$ cat config.mk
export PLATFORM = sky130hd
export DESIGN_NAME = strobe_timer_top
export DESIGN_NICKNAME = d
export VERILOG_FILES = /design/src/rtl/strobe_pkg.sv /design/src/rtl/strobe_rst_sync.sv /design/src/rtl/strobe_cfg_reg.sv /design/src/rtl/strobe_seq.sv /design/src/rtl/strobe_lanes.sv /design/src/rtl/strobe_timer_top.sv
export SDC_FILE = /design/constraint.sdc
export NUM_CORES = 1
export LEC_CHECK = 0
export CELL_PAD_IN_SITES_DETAIL_PLACEMENT = 1
export CELL_PAD_IN_SITES_GLOBAL_PLACEMENT = 2
export CORE_MARGIN = 1
export CORE_UTILIZATION = 29
export CTS_CLUSTER_SIZE = 14
export DETAILED_ROUTE_END_ITERATION = 16
export MAX_ROUTING_LAYER = met4
export PLACE_DENSITY = 0.83
export SLEW_MARGIN = 20
export SYNTH_ARGS = -nofsm -noshare
export SYNTH_HDL_FRONTEND = slang
export SYNTH_SLANG_ARGS = --single-unit
$ cat constraint.sdc
create_clock -name clk -period 4 [get_ports clk]
set_input_delay 0.8 -clock clk [delete_from_list [all_inputs] [get_ports clk]]
set_output_delay 0.8 -clock clk [all_outputs]
set_load 0.02 [all_outputs]
$ cat src/rtl/strobe_pkg.sv
package strobe_pkg;

  localparam int unsigned CFG_W = 16;
  localparam int unsigned ASA_W = 2;
  localparam int unsigned ASN_W = 3;
  localparam int unsigned WEN_W = 5;
  localparam int unsigned WEN_MIN = 3;

  // Field order is the register layout, MSB first.
  typedef struct packed {
    logic [WEN_W-1:0] we_neg;
    logic [ASN_W-1:0] as_neg;
    logic [ASA_W-1:0] as_ast;
    logic             ro_bit;
    logic             wide;
    logic             page_en;
    logic             clk_sel;
    logic             wait_sel;
    logic             dram_en;
  } strobe_cfg_t;

  function automatic logic cfg_is_bad(strobe_cfg_t c);
    logic neg_zero, misorder, we_short;
    neg_zero = (c.as_neg == '0);
    misorder = (c.as_neg <= {1'b0, c.as_ast});
    we_short = (c.we_neg < WEN_W'(WEN_MIN));
    return neg_zero | misorder | we_short;
  endfunction

endpackage

$ cat src/rtl/strobe_rst_sync.sv
module strobe_rst_sync #(
  parameter int unsigned STAGES = 2
) (
  input  logic clk,
  input  logic rst_n,
  output logic rst_sync_n
);

  logic [STAGES-1:0] sync_q;

  always_ff @(posedge clk or negedge rst_n) begin
    if (!rst_n) sync_q <= '0;
    else        sync_q <= {sync_q[STAGES-2:0], 1'b1};
  end

  assign rst_sync_n = sync_q[STAGES-1];

endmodule

$ cat src/rtl/strobe_cfg_reg.sv
module strobe_cfg_reg
  import strobe_pkg::*;
#(
  parameter logic [CFG_W-1:0] RESET_VAL = 16'hEB50
) (
  input  logic               clk,
  input  logic               rst_n,
  input  logic               wr_en,
  input  logic [CFG_W-1:0]   wdata,
  output strobe_cfg_t        cfg_o,
  output logic               err_o
);

  strobe_cfg_t cfg_d, cfg_q, cand;
  logic        err_d, err_q;

  always_comb begin
    cand        = strobe_cfg_t'(wdata);
    cand.ro_bit = 1'b0;
    cfg_d       = cfg_q;
    err_d       = err_q;
    if (wr_en) begin
      cfg_d = cand;
      err_d = err_q | cfg_is_bad(cand);
    end
  end

  always_ff @(posedge clk or negedge rst_n) begin
    if (!rst_n) begin
      cfg_q <= strobe_cfg_t'(RESET_VAL & ~16'h0020);
      err_q <= 1'b0;
    end else begin
      cfg_q <= cfg_d;
      err_q <= err_d;
    end
  end

  assign cfg_o = cfg_q;
  assign err_o = err_q;

  p_err_sticky_r7: assert property (@(posedge clk) disable iff (!rst_n)
    err_q |=> err_q);

  p_cfg_hold_r2: assert property (@(posedge clk) disable iff (!rst_n)
    !wr_en |=> $stable(cfg_q));

endmodule

$ cat src/rtl/strobe_seq.sv
module strobe_seq
  import strobe_pkg::*;
#(
  parameter int unsigned CNT_W = WEN_W
) (
  input  logic             clk,
  input  logic             rst_n,
  input  logic             start,
  input  strobe_cfg_t      cfg,
  input  logic             wr_in,
  output logic             busy,
  output logic             as_n,
  output logic             we_n,
  output logic             done,
  output logic             wr_o,
  output logic             wide_o
);

  logic [CNT_W-1:0] cnt_d, cnt_q;
  logic             busy_d, busy_q;
  logic [CNT_W-1:0] ast_q, asn_q, wen_q, end_q;
  logic [CNT_W-1:0] ast_x, asn_x, wen_x, end_x;
  logic             wr_q, wide_q;
  logic             last;

  assign ast_x = CNT_W'(cfg.as_ast);
  assign asn_x = CNT_W'(cfg.as_neg);
  assign wen_x = CNT_W'(cfg.we_neg);
  assign end_x = (wr_in && (wen_x > asn_x)) ? wen_x : asn_x;

  assign last = busy_q && (cnt_q == end_q);

  always_comb begin
    busy_d = busy_q;
    cnt_d  = cnt_q;
    if (start) begin
      busy_d = 1'b1;
      cnt_d  = '0;
    end else if (busy_q) begin
      if (last) begin
        busy_d = 1'b0;
        cnt_d  = '0;
      end else begin
        cnt_d = cnt_q + 1'b1;
      end
    end
  end

  always_ff @(posedge clk or negedge rst_n) begin
    if (!rst_n) begin
      busy_q <= 1'b0;
      cnt_q  <= '0;
    end else begin
      busy_q <= busy_d;
      cnt_q  <= cnt_d;
    end
  end

  // Snapshot registers, loaded only when an access is accepted.
  always_ff @(posedge clk or negedge rst_n) begin
    if (!rst_n) begin
      ast_q  <= '0;
      asn_q  <= '0;
      wen_q  <= '0;
      end_q  <= '0;
      wr_q   <= 1'b0;
      wide_q <= 1'b0;
    end else if (start) begin
      ast_q  <= ast_x;
      asn_q  <= asn_x;
      wen_q  <= wen_x;
      end_q  <= end_x;
      wr_q   <= wr_in;
      wide_q <= cfg.wide;
    end
  end

  assign as_n   = !(busy_q && (cnt_q >= ast_q) && (cnt_q < asn_q));
  assign we_n   = !(busy_q && wr_q && (cnt_q != '0) && (cnt_q < wen_q));
  assign done   = last;
  assign busy   = busy_q;
  assign wr_o   = wr_q;
  assign wide_o = wide_q;

  p_done_single_r5: assert property (@(posedge clk) disable iff (!rst_n)
    done |=> !done);

  p_done_ends_r5: assert property (@(posedge clk) disable iff (!rst_n)
    (done && !start) |=> !busy);

  p_as_idle_r3: assert property (@(posedge clk) disable iff (!rst_n)
    !busy_q |-> as_n);

  p_we_read_r4: assert property (@(posedge clk) disable iff (!rst_n)
    (busy_q && !wr_q) |-> we_n);

  p_cnt_bound_r5: assert property (@(posedge clk) disable iff (!rst_n)
    busy_q |-> (cnt_q <= end_q));

endmodule

$ cat src/rtl/strobe_lanes.sv
module strobe_lanes #(
  parameter int unsigned DATA_W = 16
) (
  input  logic                 clk,
  input  logic                 rst_n,
  input  logic                 load,
  input  logic [DATA_W-1:0]    wdata,
  input  logic                 drive,
  input  logic                 wide,
  output logic [DATA_W-1:0]    data_o,
  output logic [DATA_W/8-1:0]  oe_o
);

  localparam int unsigned LANES = DATA_W / 8;

  logic [DATA_W-1:0] data_q;

  always_ff @(posedge clk or negedge rst_n) begin
    if (!rst_n)    data_q <= '0;
    else if (load) data_q <= wdata;
  end

  for (genvar g = 0; g < LANES; g++) begin : g_lane
    logic lane_on;
    if (g == 0) begin : g_base
      assign lane_on = drive;
    end else begin : g_upper
      assign lane_on = drive && wide;
    end
    assign oe_o[g]           = lane_on;
    assign data_o[g*8 +: 8]  = lane_on ? data_q[g*8 +: 8] : 8'h00;
  end

  if (LANES > 1) begin : g_chk
    p_upper_quiet_r9: assert property (@(posedge clk) disable iff (!rst_n)
      !wide |-> (oe_o[LANES-1:1] == '0));
  end

  p_idle_quiet_r9: assert property (@(posedge clk) disable iff (!rst_n)
    !drive |-> (data_o == '0));

endmodule

$ cat src/rtl/strobe_timer_top.sv
module strobe_timer_top
  import strobe_pkg::*;
#(
  parameter int unsigned       ADDR_W    = 24,
  parameter int unsigned       DATA_W    = 16,
  parameter logic [CFG_W-1:0]  RESET_CFG = 16'hEB50
) (
  input  logic                 clk,
  input  logic                 rst_n,
  input  logic                 cfg_we,
  input  logic [CFG_W-1:0]     cfg_wdata,
  output logic [CFG_W-1:0]     cfg_q,
  output logic                 cfg_err,
  input  logic                 req,
  input  logic                 req_wr,
  input  logic [ADDR_W-1:0]    req_addr,
  input  logic [DATA_W-1:0]    req_data,
  output logic                 busy,
  output logic                 as_n,
  output logic                 we_n,
  output logic [ADDR_W-1:0]    bus_addr,
  output logic [DATA_W-1:0]    bus_data,
  output logic [DATA_W/8-1:0]  bus_lane_oe,
  output logic                 done
);

  localparam int unsigned CNT_W = WEN_W;

  logic        rst_i;
  strobe_cfg_t cfg;
  logic        err;
  logic        start;
  logic        busy_i, wr_i, wide_i;
  logic [ADDR_W-1:0] addr_q;

  strobe_rst_sync #(.STAGES(2)) u_rst (
    .clk        (clk),
    .rst_n      (rst_n),
    .rst_sync_n (rst_i)
  );

  strobe_cfg_reg #(.RESET_VAL(RESET_CFG)) u_cfg (
    .clk   (clk),
    .rst_n (rst_i),
    .wr_en (cfg_we),
    .wdata (cfg_wdata),
    .cfg_o (cfg),
    .err_o (err)
  );

  assign start = req && !busy_i && !err;

  strobe_seq #(.CNT_W(CNT_W)) u_seq (
    .clk    (clk),
    .rst_n  (rst_i),
    .start  (start),
    .cfg    (cfg),
    .wr_in  (req_wr),
    .busy   (busy_i),
    .as_n   (as_n),
    .we_n   (we_n),
    .done   (done),
    .wr_o   (wr_i),
    .wide_o (wide_i)
  );

  strobe_lanes #(.DATA_W(DATA_W)) u_lanes (
    .clk    (clk),
    .rst_n  (rst_i),
    .load   (start),
    .wdata  (req_data),
    .drive  (busy_i && wr_i),
    .wide   (wide_i),
    .data_o (bus_data),
    .oe_o   (bus_lane_oe)
  );

  always_ff @(posedge clk or negedge rst_i) begin
    if (!rst_i)     addr_q <= '0;
    else if (start) addr_q <= req_addr;
  end

  assign bus_addr = addr_q;
  assign busy     = busy_i;
  assign cfg_q    = cfg;
  assign cfg_err  = err;

  p_refuse_err_r8: assert property (@(posedge clk) disable iff (!rst_i)
    (err && !busy_i) |=> !busy_i);

  p_addr_hold_r6: assert property (@(posedge clk) disable iff (!rst_i)
    (busy_i && $past(busy_i) && !$past(done)) |-> $stable(addr_q));

endmodule

---- Yosys cells after proc, flatten, opt, wreduce, memory -nomap -nowiden ----
Cells that the tools add are included.
operators by class
  add/sub/neg operators ................... 1
  $lt $le $gt $ge ......................... 6
  equality and inequality tests ........... 1
  multiplexer cells ....................... 9
  bitwise logic cells ..................... 3
  reduce and logical (&&, ||, !) cells .... 17
operators with widths
  operator             count
  $mux 5               4
  $mux 8               2
  $logic_and 1x1->1    10
  $add 5x1->5 const B  1
  $eq 5x5->1           1
  $ge 5x2->1           1
  $gt 5x3->1           1
  $lt 5x2->1 const B   1
  $lt 5x3->1           1
  $lt 5x5->1           1
  $reduce_bool 5->1    1
  $logic_not 1->1      4
  $le 3x2->1           1
  $logic_not 3->1      1
  $mux 1               3
  $or 1x1->1           3
  $reduce_bool 2->1    1
word-level totals
  flip-flop bits (word level) ............. 81
  input bits .............................. 61
  output and inout port bits .............. 63
  logic and storage cells ................. 57

---- Logic depth before layout (Yosys ltp) ----
Gate-level depths: netlist of run 1.
  word-level depth ........................ 5
  mapped depth ............................ 7
  depth with buffers taken out ............ 7

---- Hierarchy ----
A second synthesis of run 1 with hierarchy kept.
unflattened totals
  cells, all modules ...................... 290
  area total of the unflattened synthesis .. 3758.6 µm²
by module, submodules not included
  module            instances  cells each  area each (µm²)  sequential area each (µm²)
  strobe_seq        1          135         1327.5           575.6
  strobe_timer_top  1          52          918.4            600.6
  strobe_lanes      1          54          774.5            400.4
  strobe_cfg_reg    1          46          684.4            410.4
  strobe_rst_sync   1          3           53.8             50.0

---- Worst setup path before layout of run 1 ----
No wires, ideal clock.
  path kind ............................... reg2out
  from .................................... register u_seq.cnt_q[0]
  to ...................................... output as_n
  arrival time ............................ 1349 ps
  data required time ...................... 3200 ps
  path slack .............................. 1851 ps
  cell stages (with the launch flop) ...... 6
  buffers on the path ..................... 0
  cells stage by stage .................... dfrtp_1 > inv_1 > ha_1 > nand2b_1 > a211o_1 > nand3_1
on the way
  longest elaborated chain between the ends .. 4
  elaborated cells between the ends (all ways) .. 5
  classes of those cells .................. order compare: 2; reduce/logical: 3
ends and longest elaborated chain
  item                    RTL line                text
  from (decl)             strobe_seq.sv:19        logic [CNT_W-1:0] cnt_d, cnt_q;
  from (signal assigned)  strobe_seq.sv:55        cnt_q <= cnt_d;
  $ge 5x2->1              strobe_seq.sv:78        assign as_n = !(busy_q && (cnt_q >= ast_q) && (cnt_q < asn_q));
  $logic_and 1x1->1       strobe_seq.sv:78
  $logic_and 1x1->1 (*)   strobe_seq.sv:78
  $logic_not 1->1 (*)     strobe_seq.sv:78
  to (decl)               strobe_timer_top.sv:19  output logic as_n,
Mark *: on every way between the ends. The rest lies on a longest branch, timed or not.

---- Final worst setup path of run 1 ----
Same ends and word-level chain as after synthesis.

==> results of run 1 <==
## metal layers
metal	GRT usage [%]	up-vias	wire, um
li1	-	1470	-
met4	3.72	0	87
met5	-	-	0
met3	3.39	6	393
met1	21.6	1472	4750
met2	27.4	70	4780
## power by group through the flow
stage,combinational [mW],sequential [mW],clock [mW]
CTS,0.770,1.22,0.824
floorplan,0.313,1.30,0
global route,0.862,1.24,0.860
detailed placement,0.760,1.23,0
finish,0.770,1.21,0.797
global placement,0.740,1.21,0
## how the worst max path moves through the flow
stage	start	to	slack, ps	cells after the start
5_1_grt	u_seq.cnt_q[0]	as_n	720	6
3_5_place_dp	u_seq.cnt_q[0]	as_n	1210	6
4_1_cts	u_seq.cnt_q[0]	as_n	820	6
3_3_place_gp	u_seq.cnt_q[0]	as_n	1230	6
6_report	u_seq.cnt_q[0]	as_n	850	6
2_1_floorplan	u_rst.sync_q[1]	bus_addr[0]	1590	0
## cells in the mapped netlist (all sizes together)
cell | number | area (um2)
mux2 | 12 | 135
dfrtp | 73 | 1830
and3 | 10 | 62.6
nor3b | 1 | 7.51
clkbuf | 3 | 11.3
a32o | 1 | 10.0
nand3 | 11 | 60.1
xor2 | 5 | 43.8
nor4b | 1 | 8.76
a211oi | 1 | 7.51
o311ai | 1 | 8.76
nor4 | 1 | 6.26
o21ai | 18 | 90.1
o22ai | 1 | 6.26
nand4 | 1 | 6.26
and2 | 9 | 56.3
ha | 15 | 188
buf | 19 | 118
a211o | 2 | 17.5
nand2b | 2 | 12.5
a21o | 3 | 22.5
inv | 18 | 67.6
a21oi | 3 | 15.0
nand2 | 157 | 589
dfstp | 8 | 210
nor3 | 1 | 5.00
a2111oi | 1 | 15.0
conb | 2 | 7.51
xnor2 | 3 | 26.3
a21boi | 1 | 7.51
nor2 | 3 | 11.3
o211ai | 2 | 15.0
## registers in the layout (all words and copies together), names as in the netlist
register,count
u_seq.end_q,5
u_rst.sync_q,2
u_seq.wide_o,1
u_seq.cnt_q,5
u_cfg.err_o,1
u_seq.wr_o,1
u_lanes.data_q,16
u_seq.asn_q,3
u_seq.busy,1
u_seq.wen_q,5
u_seq.ast_q,2
u_cfg.cfg_o,15
bus_addr,24
## cell families after synthesis
logic type | after synthesis | synth area share, %
AND/OR/NAND/NOR | 197 | 22.5
flip-flops | 81 | 55.4
buffers and inverters | 40 | 5.35
AO/OA/AOI/OAI | 34 | 5.86
adder cells (fa/ha/maj) | 15 | 5.11
multiplexers | 12 | 3.68
XOR/XNOR | 8 | 1.91
other | 2 | 0.204
## final cells by class
type / instances / area (um2)
fillers: 1399 / 6860
multi-input cells: 268 / 1450
clock inverters: 3 / 42.5
flip-flops and latches: 81 / 2040
well taps: 168 / 210
repair buffers: 124 / 1250
inverters: 18 / 67.6
clock buffers: 13 / 240
## through the flow
stage | instance area, um2 | hold WS [ps] | instances | total power, mW | worst slack (ps)
6_report | 5300 | 270 | 675 | 2.77 | 850
5_1_grt | 5300 | 307 | 675 | 2.96 | 723
4_1_cts | 5280 | 363 | 674 | 2.81 | 825
3_5_place_dp | 4990 | 349 | 658 | 1.99 | 1210
3_3_place_gp | 4990 | 338 | 658 | 1.95 | 1230
2_1_floorplan | 3670 | 331 | 389 | 1.61 | 1590
==> run_results.csv, run 1 <==
group,metric,value,unit
cts,hold_buffers,0,
grt,grt_first_pass_wirelength,16600,um
grt,antenna_found_initial,0,
route,first_iter_violations,101,
critical_path,crit_fanout,7,
critical_path,r2r-end,"bus_addr[21]",
synthesis,ys_types,37,
critical_path,crit_path_start_kind,"register",
cts,h-tree-depth,3,
critical_path,crit_slowest_cell,"clkdlybuf4s50_1",
synthesis,ys_seq_area_share,55.4,%
power,p_per_area,523,mW/mm2
grt,grtUsageTotal,16.8,%
placement,portBuffers,121,
synthesis,synth_seq_cells,81,
placement,dp_hpwl,7100,um
cts,cts_buffer_depth,2,
critical_path,critPathKind,"register to primary output",
route,first_pass_iters,4,
route,vias_per_cell,4.47,
cts,tritoncts.num_buffers,9,
synthesis,synth_nets,465,
cts,post_cts_buffers,0,
cells_and_area,diodes,0,
timing,setup_tns,0,ps
power,switchingPower,0.853,mW
power,pwr-share-comb,27.8,%
timing,finalHoldViolations,0,
critical_path,worstPathRequired,3200,ps
cells_and_area,nNetsFinal,578,
critical_path,crit_chain,"inv_1, ha_1, nand2b_1, a211o_1, nand3_1, clkdlybuf4s50_1",
timing,fin_crit,3150,ps
timing,maxSlewViolCount,0,
grt,grt_overflow,0,
cts,cts_root_buf,"clkbuf_16",
cells_and_area,layout_commonest_cell,"nand2_1",
synthesis,syn_area,0.00367,mm2
critical_path,crit_arrival,2350,ps
timing,worst_pin_slew,813,ps
critical_path,critPathTopFamily,"buffers and inverters",
outcome,outcome,"complete, no violations",
timing,fin_crit_sh,78.7,%
critical_path,reg2reg_depth,5,
critical_path,rr_startpoint,"u_seq.busy",
critical_path,critPathMaxStageDelay,610,ps
floorplan,num_rows,40,
grt,grt_max_degree,80,
cts,clkTransAtPathRegs,60,ps
floorplan,die-area,0.0131,mm2
critical_path,r2r_slack,1930,ps
route,via_count,3018,
cts,cts_resized,0,
synthesis,yosysWarnings,0,
cts,clk_latency,330,ps
timing,rsz0062_at_grt,"no",
floorplan,die_y,115,um
power,p_seq_share,43.5,%
cts,tritoncts,"done",
cells_and_area,layout-drive-gt1-share,8.09,%
synthesis,syn_inst,389,
synthesis,syn_avg_cell_area,9.45,um2
route,wl_per_cell,14.8,um
route,wl,10000,um
route,ant_nets,0,
power,peakVddDrop,0.000256,V
cells_and_area,finish.utilization,43.6,%
route,drcViolationCount,0,
timing,finClkSkew,6.91,ps
floorplan,die_w,115,um
power,sw_frac_of_total,30.8,%
floorplan,coreArea,0.0122,mm2
cells_and_area,mostFrequentLayoutCells,"nand2_1 (157), clkdlybuf4s50_1 (121), dfrtp_1 (72)",
power,internal_power,1.92,mW
power,p_leak,2.52,nW
critical_path,worst-path-buf-inv,2,
flow_run,drv_cap,0,
cts,cts.sinks,81,
timing,relSlewSlack,45.6,%
min_path,min_path_type,"register to async pin",
power,power_frac_clock,28.7,%
grt,grt_pass1_vias,3333,
critical_path,end_kind,"primary output",
timing,setup_viol,0,
timing,fmax,0.317,GHz
cells_and_area,syn2layout_area_growth,44.3,%
floorplan,start_util,30.2,%
floorplan,io_pins,124,
placement,gp_congestion,0.740,
Power figures use the tool's default switching activity.
==> run 2: changes to the inputs <==
--- a/config.mk
+++ b/config.mk
@@ -8,11 +8,11 @@
 export CELL_PAD_IN_SITES_DETAIL_PLACEMENT = 1
 export CELL_PAD_IN_SITES_GLOBAL_PLACEMENT = 2
 export CORE_MARGIN = 1
-export CORE_UTILIZATION = 29
+export CORE_UTILIZATION = 27
 export CTS_CLUSTER_SIZE = 14
 export DETAILED_ROUTE_END_ITERATION = 16
 export MAX_ROUTING_LAYER = met4
-export PLACE_DENSITY = 0.83
+export PLACE_DENSITY = 0.77
 export SLEW_MARGIN = 20
 export SYNTH_ARGS = -nofsm -noshare
 export SYNTH_HDL_FRONTEND = slang
==> constraint.sdc (replaced) <==
create_clock -name clk -period 3.1 [get_ports clk]
set_input_delay 0.62 -clock clk [delete_from_list [all_inputs] [get_ports clk]]
set_output_delay 0.62 -clock clk [all_outputs]
set_load 0.02 [all_outputs]
==> run 2 against run 1 <==
  * Total power is 33% higher
  * Non-clock buffer count stayed put
  * Sequential share of layout area is 0.51 points lower
  * Clock power is 44% higher
  * Setup slack worse by 640 ps
  * Largest power group unchanged
  * Highest routed layer unchanged
==> run_results.csv, run 2 (synthesis gave the netlist of run 1 again) <==
group,metric,value,unit
placement,gp_congestion,0.744,
cts,post_cts_buffers,0,
route,ant_nets,0,
timing,setup_tns,0,ps
timing,finClkSkew,6.15,ps
route,wl,10100,um
power,power,3.68,mW
cts,cts.sinks,81,
critical_path,worstPathRequired,2480,ps
timing,fin_crit,2890,ps
floorplan,coreArea,0.0132,mm2
critical_path,crit_arrival,2270,ps
flow_run,drv_cap,0,
cts,clkTransAtPathRegs,60,ps
route,via_count,3035,
timing,relSlewSlack,45.2,%
timing,setup_viol,0,
cells_and_area,diodes,0,
cells_and_area,num-fill-cells,1521,
cells_and_area,stdcell_area,0.00538,mm2
timing,worst_pin_slew,819,ps
outcome,outcome,"complete, no violations",
timing,fin_crit_sh,93.4,%
power,p_per_area,684,mW/mm2
power,p_leak,2.55,nW
floorplan,num_rows,42,
min_path,min_path_type,"register to async pin",
cells_and_area,mostFrequentLayoutCells,"nand2_1 (157), clkdlybuf4s50_1 (121), dfrtp_1 (71)",
placement,dp_hpwl,6980,um
cells_and_area,layout-drive-gt1-share,8.88,%
cts,cts_buffer_depth,2,
placement,placed_cell_area,0.00503,mm2
floorplan,die_w,119,um
floorplan,die-area,0.0141,mm2
grt,grt_overflow,0,
floorplan,start_util,27.7,%
power,peakVddDrop,0.000242,V
cells_and_area,largest_reg_flops,24,
route,first_pass_iters,4,
timing,rsz0062_at_grt,"no",
cells_and_area,syn2layout_area_growth,46.3,%
cells_and_area,layout_commonest_cell,"nand2_1",
timing,maxSlewViolCount,0,
floorplan,io_pins,124,
route,vias_per_cell,4.44,
critical_path,crit_fanout,7,
timing,finalHoldViolations,0,
grt,grt_first_pass_wirelength,16800,um
critical_path,end_kind,"primary output",
critical_path,critPathKind,"register to primary output",
floorplan,die_y,119,um
cts,h-tree-depth,3,
timing,fmax,0.345,GHz
route,wl_per_cell,14.7,um
grt,grtUsageTotal,15.7,%
route,drcViolationCount,0,
critical_path,crit_path_start_kind,"register",
placement,portBuffers,121,
cts,clk_latency,330,ps
cts,tritoncts.num_buffers,9,
cts,tritoncts,"done",
grt,antenna_found_initial,0,
grt,grt_pass1_vias,3234,
grt,grt_max_degree,80,
route,first_iter_violations,153,
cells_and_area,nNetsFinal,578,
cts,cts_root_buf,"clkbuf_16",
## run 2: what timing repair did
item,CTS,global route
gates resized for setup,0,1
endpoints found under the hold margin,0,0
hold buffers,0,0
setup endpoints to repair,0,1
## run 2: per-stage QoR
| step | utilization (%) | setup slack, ps | instances | hold WS, ps |
|---|---|---|---|---|
| floorplan | - | 691 | 389 | 324 |
| global placement | 38.0 | 502 | 666 | 338 |
| detailed placement | 38.0 | 488 | 666 | 339 |
| CTS | 40.4 | 118 | 682 | 355 |
| global route | 40.6 | 52.2 | 683 | 278 |
| finish | 40.6 | 206 | 683 | 246 |
## run 2: path summary, 6_finish.rpt
path	end	from	depth (start not counted)	slack (ps)
hold reg to reg	u_cfg.cfg_o[0]	u_rst.sync_q[1]	0	250
hold / removal	u_cfg.cfg_o[0]	u_rst.sync_q[1]	0	250
max in group asynchronous	u_cfg.cfg_o[15]	u_rst.sync_q[1]	1	2220
setup reg to reg	u_seq.end_q[0]	u_seq.busy	3	1290
min in group clk	u_rst.sync_q[1]	u_rst.sync_q[0]	0	350
setup / recovery	as_n	u_seq.cnt_q[0]	6	210
## run 2: where the power goes
group / switching (mW) / internal, mW / leakage (nW) / total (mW)
combinational: 0.481 / 0.498 / 1.39 / 0.979
clock: 0.421 / 0.726 / 0.159 / 1.15
sequential: 0.197 / 1.35 / 1.01 / 1.55
## run 2: layer usage
| layer | up-vias | share of wire (%) | GRT usage (%) |
|---|---|---|---|
| li1 | 1468 | - | - |
| met1 | 1486 | 47 | 20.5 |
| met2 | 69 | 48 | 24.2 |
| met3 | 12 | 4.3 | 3.76 |
| met4 | 0 | 1.2 | 4.75 |
| met5 | - | 0 | - |
## run 2: final cells by class
| type | instances | area [um2] | area share, % |
|---|---|---|---|
| Sequential cell | 81 | 2040 | 38.0 |
| Multi-Input combinational cell | 268 | 1450 | 26.9 |
| Timing Repair Buffer | 124 | 1280 | 23.8 |
| Clock buffer | 11 | 243 | 4.51 |
| Tap cell | 176 | 220 | 4.09 |
| Clock inverter | 5 | 78.8 | 1.47 |
| Inverter | 18 | 67.6 | 1.26 |
## run 2: critical path, cell delays in order, from the launching register on
cell	delay [ps]
dfrtp_2	450
inv_1	120
ha_1	230
nand2b_1	140
a211o_1	280
nand3_1	110
clkdlybuf4s50_1	610
